==> src/rtl/irqs_pkg.sv <==
package irqs_pkg;
  localparam int REG_W  = 32;
  localparam int ADDR_W = 12;

  localparam logic [ADDR_W-1:0] OFF_CTRL    = 12'h000;
  localparam logic [ADDR_W-1:0] OFF_TMO     = 12'h008;
  localparam logic [ADDR_W-1:0] OFF_BLKSZ   = 12'h010;
  localparam logic [ADDR_W-1:0] OFF_BCNT    = 12'h014;
  localparam logic [ADDR_W-1:0] OFF_IMASK   = 12'h030;
  localparam logic [ADDR_W-1:0] OFF_ISTAT_M = 12'h034;
  localparam logic [ADDR_W-1:0] OFF_ISTAT_R = 12'h038;
  localparam logic [ADDR_W-1:0] OFF_STATE   = 12'h03C;
  localparam logic [ADDR_W-1:0] OFF_DSTAT   = 12'h088;

  localparam int B_NORESP  = 1;
  localparam int B_CMDDONE = 2;
  localparam int B_DATDONE = 3;
  localparam int B_AUTODN  = 14;
  localparam int B_SDIO    = 16;
  localparam int B_INS     = 30;
  localparam int B_REM     = 31;
  localparam int B_IEN     = 4;
  localparam int B_PRESENT = 8;
  localparam int B_EMPTY   = 2;
  localparam int B_LEVEL   = 17;
  localparam int B_DTX     = 0;
  localparam int B_DRX     = 1;
  localparam int B_DSUM    = 8;

  localparam logic [REG_W-1:0] CTRL_RST   = 32'h0000_0300;
  localparam logic [REG_W-1:0] STATE_RST  = 32'h0000_0100;
  localparam logic [REG_W-1:0] BLKSZ_RST  = 32'h0000_0200;
  localparam logic [REG_W-1:0] BCNT_RST   = 32'h0000_0200;
  localparam logic [REG_W-1:0] TMO_RST    = 32'hFFFF_FF40;
  localparam logic [REG_W-1:0] CTRL_SELFC = 32'h0000_0007;
endpackage

==> src/rtl/irqs_w1c_bank.sv <==
module irqs_w1c_bank #(
  parameter int           W       = 32,
  parameter logic [W-1:0] RST_VAL = '0
) (
  input  logic         clk,
  input  logic         rst,
  input  logic [W-1:0] set_i,
  input  logic [W-1:0] clr_i,
  output logic [W-1:0] q_o,
  output logic [W-1:0] d_o
);
  // set dominates clear so an event is never lost to a racing write
  always_comb d_o = (q_o & ~clr_i) | set_i;

  always_ff @(posedge clk) begin
    if (rst) q_o <= RST_VAL;
    else     q_o <= d_o;
  end
endmodule

==> src/rtl/irqs_xfer_count.sv <==
module irqs_xfer_count #(
  parameter int W = 32
) (
  input  logic         clk,
  input  logic         rst,
  input  logic         load_i,
  input  logic [W-1:0] load_val_i,
  input  logic         dec_i,
  input  logic [W-1:0] dec_amt_i,
  output logic [W-1:0] cnt_o,
  output logic         zero_hit_o
);
  logic [W-1:0] dec_res;

  always_comb begin
    dec_res    = (cnt_o > dec_amt_i) ? cnt_o - dec_amt_i : '0;
    zero_hit_o = dec_i && !load_i && (dec_res == '0);
  end

  always_ff @(posedge clk) begin
    if (rst)         cnt_o <= '0;
    else if (load_i) cnt_o <= load_val_i;
    else if (dec_i)  cnt_o <= dec_res;
  end
endmodule

==> src/rtl/irqs_unit.sv <==
module irqs_unit import irqs_pkg::*; #(
  parameter int CNT_W = 32,
  parameter int DMA_W = 10
) (
  input  logic              clk,
  input  logic              rst,
  input  logic              reg_wr,
  input  logic              reg_rd,
  input  logic [ADDR_W-1:0] reg_addr,
  input  logic [REG_W-1:0]  reg_wdata,
  output logic [REG_W-1:0]  reg_rdata,
  input  logic              ev_no_resp,
  input  logic              ev_cmd_done,
  input  logic              ev_data_done,
  input  logic              ev_auto_done,
  input  logic              ev_sdio,
  input  logic              card_insert,
  input  logic              card_remove,
  input  logic              xfer_pulse,
  input  logic [CNT_W-1:0]  xfer_bytes,
  input  logic              dma_tx_done,
  input  logic              dma_rx_done,
  input  logic              data_ready,
  output logic              irq
);
  localparam int DMA_PAD = REG_W - DMA_W;

  logic wr_ctrl, wr_tmo, wr_blksz, wr_bcnt, wr_mask, wr_istat, wr_state, wr_dstat;
  logic rem_eff, zero_hit;
  logic [REG_W-1:0] ctrl_q, ctrl_d, tmo_q, blksz_q, bcnt_q, mask_q, mask_d;
  logic [REG_W-1:0] raw_set, raw_clr, raw_q, raw_d;
  logic [REG_W-1:0] st_set, st_clr, st_q, st_d, st_view;
  logic [DMA_W-1:0] dm_set, dm_clr, dm_q, dm_d;
  logic [CNT_W-1:0] xfer_cnt;

  always_comb begin
    wr_ctrl  = reg_wr && (reg_addr == OFF_CTRL);
    wr_tmo   = reg_wr && (reg_addr == OFF_TMO);
    wr_blksz = reg_wr && (reg_addr == OFF_BLKSZ);
    wr_bcnt  = reg_wr && (reg_addr == OFF_BCNT);
    wr_mask  = reg_wr && (reg_addr == OFF_IMASK);
    wr_istat = reg_wr && ((reg_addr == OFF_ISTAT_M) || (reg_addr == OFF_ISTAT_R));
    wr_state = reg_wr && (reg_addr == OFF_STATE);
    wr_dstat = reg_wr && (reg_addr == OFF_DSTAT);
    rem_eff  = card_remove && !card_insert;
  end

  // next-state values of the plain registers feed the interrupt gate
  always_comb begin
    ctrl_d = wr_ctrl ? (reg_wdata & ~CTRL_SELFC) : ctrl_q;
    mask_d = wr_mask ? reg_wdata : mask_q;
  end

  always_ff @(posedge clk) begin
    if (rst) begin
      ctrl_q  <= CTRL_RST;
      tmo_q   <= TMO_RST;
      blksz_q <= BLKSZ_RST;
      bcnt_q  <= BCNT_RST;
      mask_q  <= '0;
    end else begin
      ctrl_q <= ctrl_d;
      mask_q <= mask_d;
      if (wr_tmo)   tmo_q   <= reg_wdata;
      if (wr_blksz) blksz_q <= reg_wdata;
      if (wr_bcnt)  bcnt_q  <= reg_wdata;
    end
  end

  irqs_xfer_count #(.W(CNT_W)) u_cnt (
    .clk(clk), .rst(rst), .load_i(wr_bcnt), .load_val_i(reg_wdata[CNT_W-1:0]),
    .dec_i(xfer_pulse), .dec_amt_i(xfer_bytes), .cnt_o(xfer_cnt), .zero_hit_o(zero_hit)
  );

  always_comb begin
    raw_set            = '0;
    raw_set[B_NORESP]  = ev_no_resp;
    raw_set[B_CMDDONE] = ev_cmd_done;
    raw_set[B_DATDONE] = ev_data_done | zero_hit;
    raw_set[B_AUTODN]  = ev_auto_done;
    raw_set[B_SDIO]    = ev_sdio;
    raw_set[B_INS]     = card_insert;
    raw_set[B_REM]     = rem_eff;
    raw_clr            = wr_istat ? reg_wdata : '0;
    raw_clr[B_INS]     = raw_clr[B_INS] | rem_eff;
    raw_clr[B_REM]     = raw_clr[B_REM] | card_insert;

    st_set             = '0;
    st_set[B_PRESENT]  = card_insert;
    st_clr             = wr_state ? reg_wdata : '0;
    st_clr[B_PRESENT]  = st_clr[B_PRESENT] | rem_eff;

    dm_set             = '0;
    dm_set[B_DTX]      = dma_tx_done;
    dm_set[B_DRX]      = dma_rx_done;
    dm_set[B_DSUM]     = dma_tx_done | dma_rx_done;
    dm_clr             = wr_dstat ? reg_wdata[DMA_W-1:0] : '0;
  end

  irqs_w1c_bank #(.W(REG_W), .RST_VAL('0)) u_raw (
    .clk(clk), .rst(rst), .set_i(raw_set), .clr_i(raw_clr), .q_o(raw_q), .d_o(raw_d)
  );

  irqs_w1c_bank #(.W(REG_W), .RST_VAL(STATE_RST)) u_state (
    .clk(clk), .rst(rst), .set_i(st_set), .clr_i(st_clr), .q_o(st_q), .d_o(st_d)
  );

  irqs_w1c_bank #(.W(DMA_W), .RST_VAL('0)) u_dstat (
    .clk(clk), .rst(rst), .set_i(dm_set), .clr_i(dm_clr), .q_o(dm_q), .d_o(dm_d)
  );

  always_comb begin
    st_view = st_q;
    if (data_ready) st_view[B_LEVEL] = 1'b1;
    else            st_view[B_EMPTY] = 1'b1;
  end

  always_ff @(posedge clk) begin
    if (rst) irq <= 1'b0;
    else     irq <= ctrl_d[B_IEN] && |(raw_d & mask_d);
  end

  always_ff @(posedge clk) begin
    if (rst) begin
      reg_rdata <= '0;
    end else if (reg_rd) begin
      case (reg_addr)
        OFF_CTRL:    reg_rdata <= ctrl_q;
        OFF_TMO:     reg_rdata <= tmo_q;
        OFF_BLKSZ:   reg_rdata <= blksz_q;
        OFF_BCNT:    reg_rdata <= bcnt_q;
        OFF_IMASK:   reg_rdata <= mask_q;
        OFF_ISTAT_M: reg_rdata <= raw_q & mask_q;
        OFF_ISTAT_R: reg_rdata <= raw_q;
        OFF_STATE:   reg_rdata <= st_view;
        OFF_DSTAT:   reg_rdata <= {{DMA_PAD{1'b0}}, dm_q};
        default:     reg_rdata <= '0;
      endcase
    end
  end
endmodule

==> config.mk <==
export PLATFORM = sky130hd
export DESIGN_NAME = irqs_unit
export DESIGN_NICKNAME = d
export VERILOG_FILES = /design/src/rtl/irqs_pkg.sv /design/src/rtl/irqs_w1c_bank.sv /design/src/rtl/irqs_xfer_count.sv /design/src/rtl/irqs_unit.sv
export SDC_FILE = /design/constraint.sdc
export NUM_CORES = 1
export LEC_CHECK = 0
export ABC_AREA = 1
export CORE_MARGIN = 3
export CORE_UTILIZATION = 53
export DETAILED_ROUTE_END_ITERATION = 16
export HOLD_SLACK_MARGIN = 0.12
export PLACE_DENSITY_LB_ADDON = 0.15
export RECOVER_POWER = 25
export SLEW_MARGIN = 20
export SYNTH_ARGS = -nofsm -noshare
export SYNTH_HDL_FRONTEND = slang
export SYNTH_SLANG_ARGS = --single-unit
==> constraint.sdc <==
create_clock -name clk -period 3.65 [get_ports clk]
set_input_delay 0.73 -clock clk [delete_from_list [all_inputs] [get_ports clk]]
set_output_delay 0.73 -clock clk [all_outputs]
set_load 0.02 [all_outputs]
# [Yosys cells after proc, flatten, opt, wreduce, memory -nomap -nowiden]
# Index checks and enable logic that the tools add are counted.
[totals] inputBits=91 n_memories=0 wordCells=68 regBits=296 out_inout_bits=33 romBits=0 ramBits=0 latchBits=0
[op_classes] eq_ne=8 mux=11 n_div=0 multipliers=0 shifts=0 n_addsub=1 bitwise=16 reduce_logical=19 order_cmp=1
[op_table] op="$pmux 32 s9" n=1
[op_table] op="$mux 32" n=6
[op_table] op="$and 32x32->32" n=4
[op_table] op="$not 32->32" n=2
[op_table] op="$eq 12x6->1 const B" n=4
[op_table] op="$gt 32x32->1" n=1
[op_table] op="$logic_not 32->1" n=1
[op_table] op="$or 32x32->32" n=1
[op_table] op="$or 32x9->32" n=1
[op_table] op="$reduce_or 32->1" n=1
[op_table] op="$sub 32x32->32" n=1
[op_table] op="$eq 12x5->1 const B" n=2
[op_table] op="$eq 12x4->1 const B" n=1
[op_table] op="$eq 12x8->1 const B" n=1
[op_table] op="$logic_and 1x1->1" n=12
[op_table] op="$logic_not 12->1" n=1
[op_table] op="$and 10x10->10" n=1
[op_table] op="$mux 10" n=1
[op_table] op="$not 10->10" n=1
[op_table] op="$or 10x9->10" n=1
[op_table] op="$mux 5" n=1
[op_table] op="$or 1x1->1" n=5
[op_table] op="$logic_not 1->1" n=2
[op_table] op="$mux 1" n=2
[op_table] op="other kinds (2)" n=2

# [Depth between registers and ports, before layout]
[depth] word_depth=11 depth_mapped=22 ltp_nobuf=22

# [Hierarchy]
# From an unflattened synthesis, not the netlist that was laid out.
[hier_totals] cells_unflattened=2748 area_unflattened_um2=16992.5
[modules_own_cells] mod="irqs_unit" instances=1 cells_per_inst=1477 seq_area_each_um2=3803.6 area_each_um2=9655.5
[modules_own_cells] mod="irqs_xfer_count" instances=1 cells_per_inst=820 seq_area_each_um2=640.6 area_each_um2=4257.8
[modules_own_cells] mod="irqs_w1c_bank (u_raw ...)" instances=2 cells_per_inst=195 seq_area_each_um2=640.6 area_each_um2=1315.0
[modules_own_cells] mod="irqs_w1c_bank (u_dstat)" instances=1 cells_per_inst=61 seq_area_each_um2=200.2 area_each_um2=449.2

# [Worst setup path after synthesis]
# No wires, ideal clock.
[synth_path] path_type="input-to-reg" from="input xfer_bytes[0]" to="register irq" cell_stages=21 n_path_buf=1 setup_slack_ns=0.867 arrival_ns=2.659 cell_sequence="ha_1 > fa_1 > inv_2 > nand2_1 > nand2_1 > nand3_1 > nand2_1 > nand2_1 > nand2_1 > nand2_1 > nand2_2 > nand2_4 > buf_4 > a21oi_1 > nor2_1 > nand2_1 > nor2_1 > nand3_1 > nand2_1 > nand2_1 > a21oi_1"
[synth_via] elab_chain_len=9
[synth_lines] item="from (decl)" line="irqs_unit.sv:20" rtl="input logic [CNT_W-1:0] xfer_bytes,"
[synth_lines] item="$sub 32x32->32 / $gt 32x32->1 (equally long branches)" line="irqs_xfer_count.sv:16" rtl="dec_res = (cnt_o > dec_amt_i) ? cnt_o - dec_amt_i : '0;"
[synth_lines] item="$mux 32 *" line="irqs_xfer_count.sv:16"
[synth_lines] item="$logic_not 32->1 *" line="irqs_xfer_count.sv:17" rtl="zero_hit_o = dec_i && !load_i && (dec_res == '0);"
[synth_lines] item="$logic_and 1x1->1 *" line="irqs_xfer_count.sv:17"
[synth_lines] item="$or 1x1->1 *" line="irqs_unit.sv:79" rtl="raw_set[B_DATDONE] = ev_data_done | zero_hit;"
[synth_lines] item="$or 32x32->32 *" line="irqs_w1c_bank.sv:13" rtl="always_comb d_o = (q_o & ~clr_i) | set_i;"
[synth_lines] item="$and 32x32->32 *" line="irqs_unit.sv:120" rtl="else irq <= ctrl_d[B_IEN] && |(raw_d & mask_d);"
[synth_lines] item="$reduce_or 32->1 *" line="irqs_unit.sv:120"
[synth_lines] item="$logic_and 1x1->1 *" line="irqs_unit.sv:120"
[synth_lines] item="to (signal assigned)" line="irqs_unit.sv:120"
[synth_lines] item="to (decl)" line="irqs_unit.sv:24" rtl="output logic irq"
# Every way passes the cells marked *; elsewhere a longest branch is shown, timed or not.
# A chain may end at the register's enable or synchronous reset.

# [Worst setup path in the final report]
[layout_path] from="input reg_addr[6]" to="register irq"
[layout_via] elab_chain_len=11
[layout_lines] item="from (decl)" line="irqs_unit.sv:9" rtl="input logic [ADDR_W-1:0] reg_addr,"
[layout_lines] item="$eq 12x6->1" line="irqs_unit.sv:42" rtl="wr_istat = reg_wr && ((reg_addr == OFF_ISTAT_M) || (reg_addr == OFF_ISTAT_R));"
[layout_lines] item="$logic_or 1x1->1" line="irqs_unit.sv:42"
[layout_lines] item="$logic_and 1x1->1" line="irqs_unit.sv:42"
[layout_lines] item="$mux 32" line="irqs_unit.sv:84" rtl="raw_clr = wr_istat ? reg_wdata : '0;"
[layout_lines] item="$or 1x1->1, on equally long branches" line="irqs_unit.sv:85, irqs_unit.sv:86"
[layout_lines] item="$not 32->32" line="irqs_w1c_bank.sv:13"
[layout_lines] item="$and 32x32->32" line="irqs_w1c_bank.sv:13"
[layout_lines] item="$or 32x32->32" line="irqs_w1c_bank.sv:13"
[layout_lines] item="$and 32x32->32" line="irqs_unit.sv:120"
[layout_lines] item="$reduce_or 32->1" line="irqs_unit.sv:120"
[layout_lines] item="$logic_and 1x1->1 *" line="irqs_unit.sv:120"
# Marked as above.

==> flow_metrics.tcl <==
set metrics [dict create \
    outcome "complete, but fails checks" \
    failed_checks "max-capacitance violations, max-slew violations" \
    worst-endpoint-required_ns 4.08 \
    holdBufCountCts 0 \
    crit_top_cell "nor2_1" \
    setup_violations 0 \
    layout.nets 2513 \
    synth_nets 2407 \
    dr.pass1.iters 6 \
    crit_slowest_cell "clkdlybuf4s50_1" \
    path_cells "clkdlybuf4s50_1 -> or2_4 -> nor2_1 -> nand2_4 -> nor2_8 -> nand2_1 -> buf_12 -> clkbuf_1 -> a21oi_1 -> nor2_1 -> nor2_1 -> nand2_1 -> nor2_1 -> nand3_1 -> nor2_1 -> a21oi_1" \
    grt_use_total_pct 33.0 \
    crit_type "input pin to register" \
    cts_made_buffers 30 \
    worstMarginPinSlew_ns 1.53 \
    htree_levels 1 \
    cts_root_buf "clkbuf_16" \
    startpoint_type "input pin" \
    area_growth_pct 16.9 \
    gp_congestion 0.963 \
    placed_cell_area_mm2 0.0170 \
    relSlewSlack_pct -1.70 \
    cts_tree "built" \
    rows 61 \
    via_per_inst 5.62 \
    post-route-util_pct 63.6 \
    instances_no_fill 2787 \
    cts.sink_count 296 \
    die_h_um 176 \
    final_area_mm2 0.0179 \
    ir_drop_v 0.000370 \
    crit_arrival_ns 3.75 \
    skew_ns 0.0248 \
    fin_crit_sh_pct 90.9 \
    grt_pass1_wl_um 80500 \
    drv_slew 68 \
    rsz0062_at_grt "no" \
    die-area_mm2 0.0310 \
    clock_latency_ns 0.58 \
    avgSynthCellArea_um2 6.71 \
    synth_adder_area_share_pct 2.75 \
    vias 15700 \
    ioPinCount 124 \
    synth_top_family_by_area "simple AND/OR/NAND/NOR gates" \
    cts-resized-gates 0 \
    p_leak_nw 8.12 \
    cts_setup_buffers 0 \
    synth_mux_area_share_pct 0 \
    grt_max_degree 81 \
    hp-class "register to register" \
    maxCapViolCount 1 \
    synthXorXnorAreaFrac_pct 0.458 \
    start_util_pct 54.4 \
    drc 0 \
    worstPathMaxFanout 25 \
    ys_ff_latch 296 \
    timing.critical_path.to_type "register" \
    wire_per_inst_um 18.8 \
    ys_async_sr_fraction_pct 0 \
    cpPeakStageDelay_ns 0.42 \
    fin_setup_tns_ns 0 \
    detail-route-antenna-nets 0 \
    drive_gt1_share_pct 5.48 \
    synth_compound_area_share_pct 20.5 \
    drtIter0Drc 1784 \
    grt-ovfl-total 0 \
    max_freq_mhz 301 \
    grt_pass1_vias 14500 \
    netlist_area_mm2 0.0153 \
    synth_edf_count 0 \
    antenna_found_initial 0 \
    synth_simple_gate_area_share_pct 25.2 \
    die_w_um 176 \
    p_per_area_mw_per_mm2 373 \
    synthCells 2283 \
    synth_flop_cell "dfxtp_1" \
    ys_seq_area_share_pct 38.7 \
    wirelength_um 52500 \
    portBuffers 123 \
    synth_cell_types 53 \
    dp_hpwl_um 38200 \
    clkSlewWorstSetupHoldPaths_ns 0.06 \
    antennaDiodeCount 0 \
    period_minus_slack_ns 3.32 \
    dp.cells 2735 \
    ys_warn_count 0 \
    ctsLongestPathBuffers 3 \
    core_mm2 0.0282 \
    finalHoldViolations 0 \
]
-- sequential cells by signal (all words and copies together) (netlist names) --
name / count
bcnt_q: 32
blksz_q: 32
ctrl_q: 29
irq: 1
mask_q: 32
reg_rdata: 32
tmo_q: 32
u_cnt.cnt_o: 32
u_dstat.q_o: 10
u_raw.q_o: 32
u_state.q_o: 32
-- placed cells by master, fill, tap and decap left out, types with 21 or more instances in the layout --
cell type,synthesis,final
clkdlybuf4s50_1,0,93
nand2_1,581,581
nand4_1,22,22
buf_4,3,45
nor2_1,228,229
inv_1,360,361
dlygate4sd3_1,0,29
clkbuf_16,0,30
dfxtp_1,296,296
o211ai_1,81,81
a221oi_1,32,32
a31oi_1,33,33
o21ai_1,26,21
o21ai_0,93,103
a21oi_1,190,190
ha_1,32,32
nand3_1,69,69
-- synthesized netlist by cell type (17+ instances only) --
cell	number	area [um2]
a21oi_1	190	951
a221oi_1	32	280
a31oi_1	33	206
buf_2	19	95.1
clkbuf_1	69	259
dfxtp_1	296	5930
ha_1	32	400
inv_1	360	1350
inv_2	17	63.8
nand2_1	581	2180
nand3_1	69	345
nand4_1	22	138
nor2_1	228	856
o211ai_1	81	608
o21ai_0	93	465
o21ai_1	26	130
-- power by group --
group,switching [mW],internal [mW]
clock network,1.29,1.73
registers,0.00475,3.24
logic,0.266,0.151
total,1.56,5.11
-- metal layers --
layer | vias to the layer above | share of wire, % | track usage (%)
met1 | 7203 | 44 | 47.1
met3 | 137 | 8.5 | 4.19
met4 | 0 | 3.8 | 11.3
met2 | 733 | 43 | 51.6
met5 | - | 0 | 0
li1 | 7599 | - | -
-- critical path: cells and delay by family --
family	cells	cell delay, ns
AND/OR/NAND/NOR	11	1.76
buffers and inverters	3	0.92
AO/OA/AOI/OAI	2	0.34
-- per-stage QoR --
step	worst slack, ns	power, mW	hold slack [ns]
after floorplan	0.867	3.52	0.424
after global placement	0.129	3.73	0.434
after detailed placement	0.0595	3.73	0.440
after CTS	0.616	6.68	0.450
after global routing	0.187	6.85	0.472
final	0.332	6.67	0.448
-- cells by family (layout without fill, tap and decap cells) --
| group | Yosys count | after routing |
|---|---|---|
| buffers and inverters | 484 | 610 |
| flip-flops | 296 | 296 |
| AND/OR/NAND/NOR | 944 | 944 |
| AO/OA/AOI/OAI | 518 | 518 |
| XOR/XNOR | 8 | 8 |
| adder cells (fa/ha/maj) | 33 | 33 |
-- path summary, 6_finish.rpt --
check	from	cells past startpoint	slack (ns)	endpoint
worst min register to register	u_state.q_o[2]$_SDFF_PP0_	2	0.45	u_state.q_o[2]$_SDFF_PP0_
worst max-delay path	reg_addr[6]	16	0.33	irq$_SDFF_PP0_
worst max register to register	u_cnt.cnt_o[0]$_SDFFE_PP0P_	22	0.86	irq$_SDFF_PP0_
worst min-delay path	u_state.q_o[2]$_SDFF_PP0_	2	0.45	u_state.q_o[2]$_SDFF_PP0_
-- area by class of cell --
type,count,area [um2]
Clock buffer,46,881
Fill cell,2655,10300
Timing Repair Buffer,177,1650
Clock inverter,6,80.1
Tap cell,378,473
Sequential cell,296,5930
Inverter,381,1430
Multi-Input combinational cell,1503,7460
Note: power is estimated with default switching activity, not from simulation.
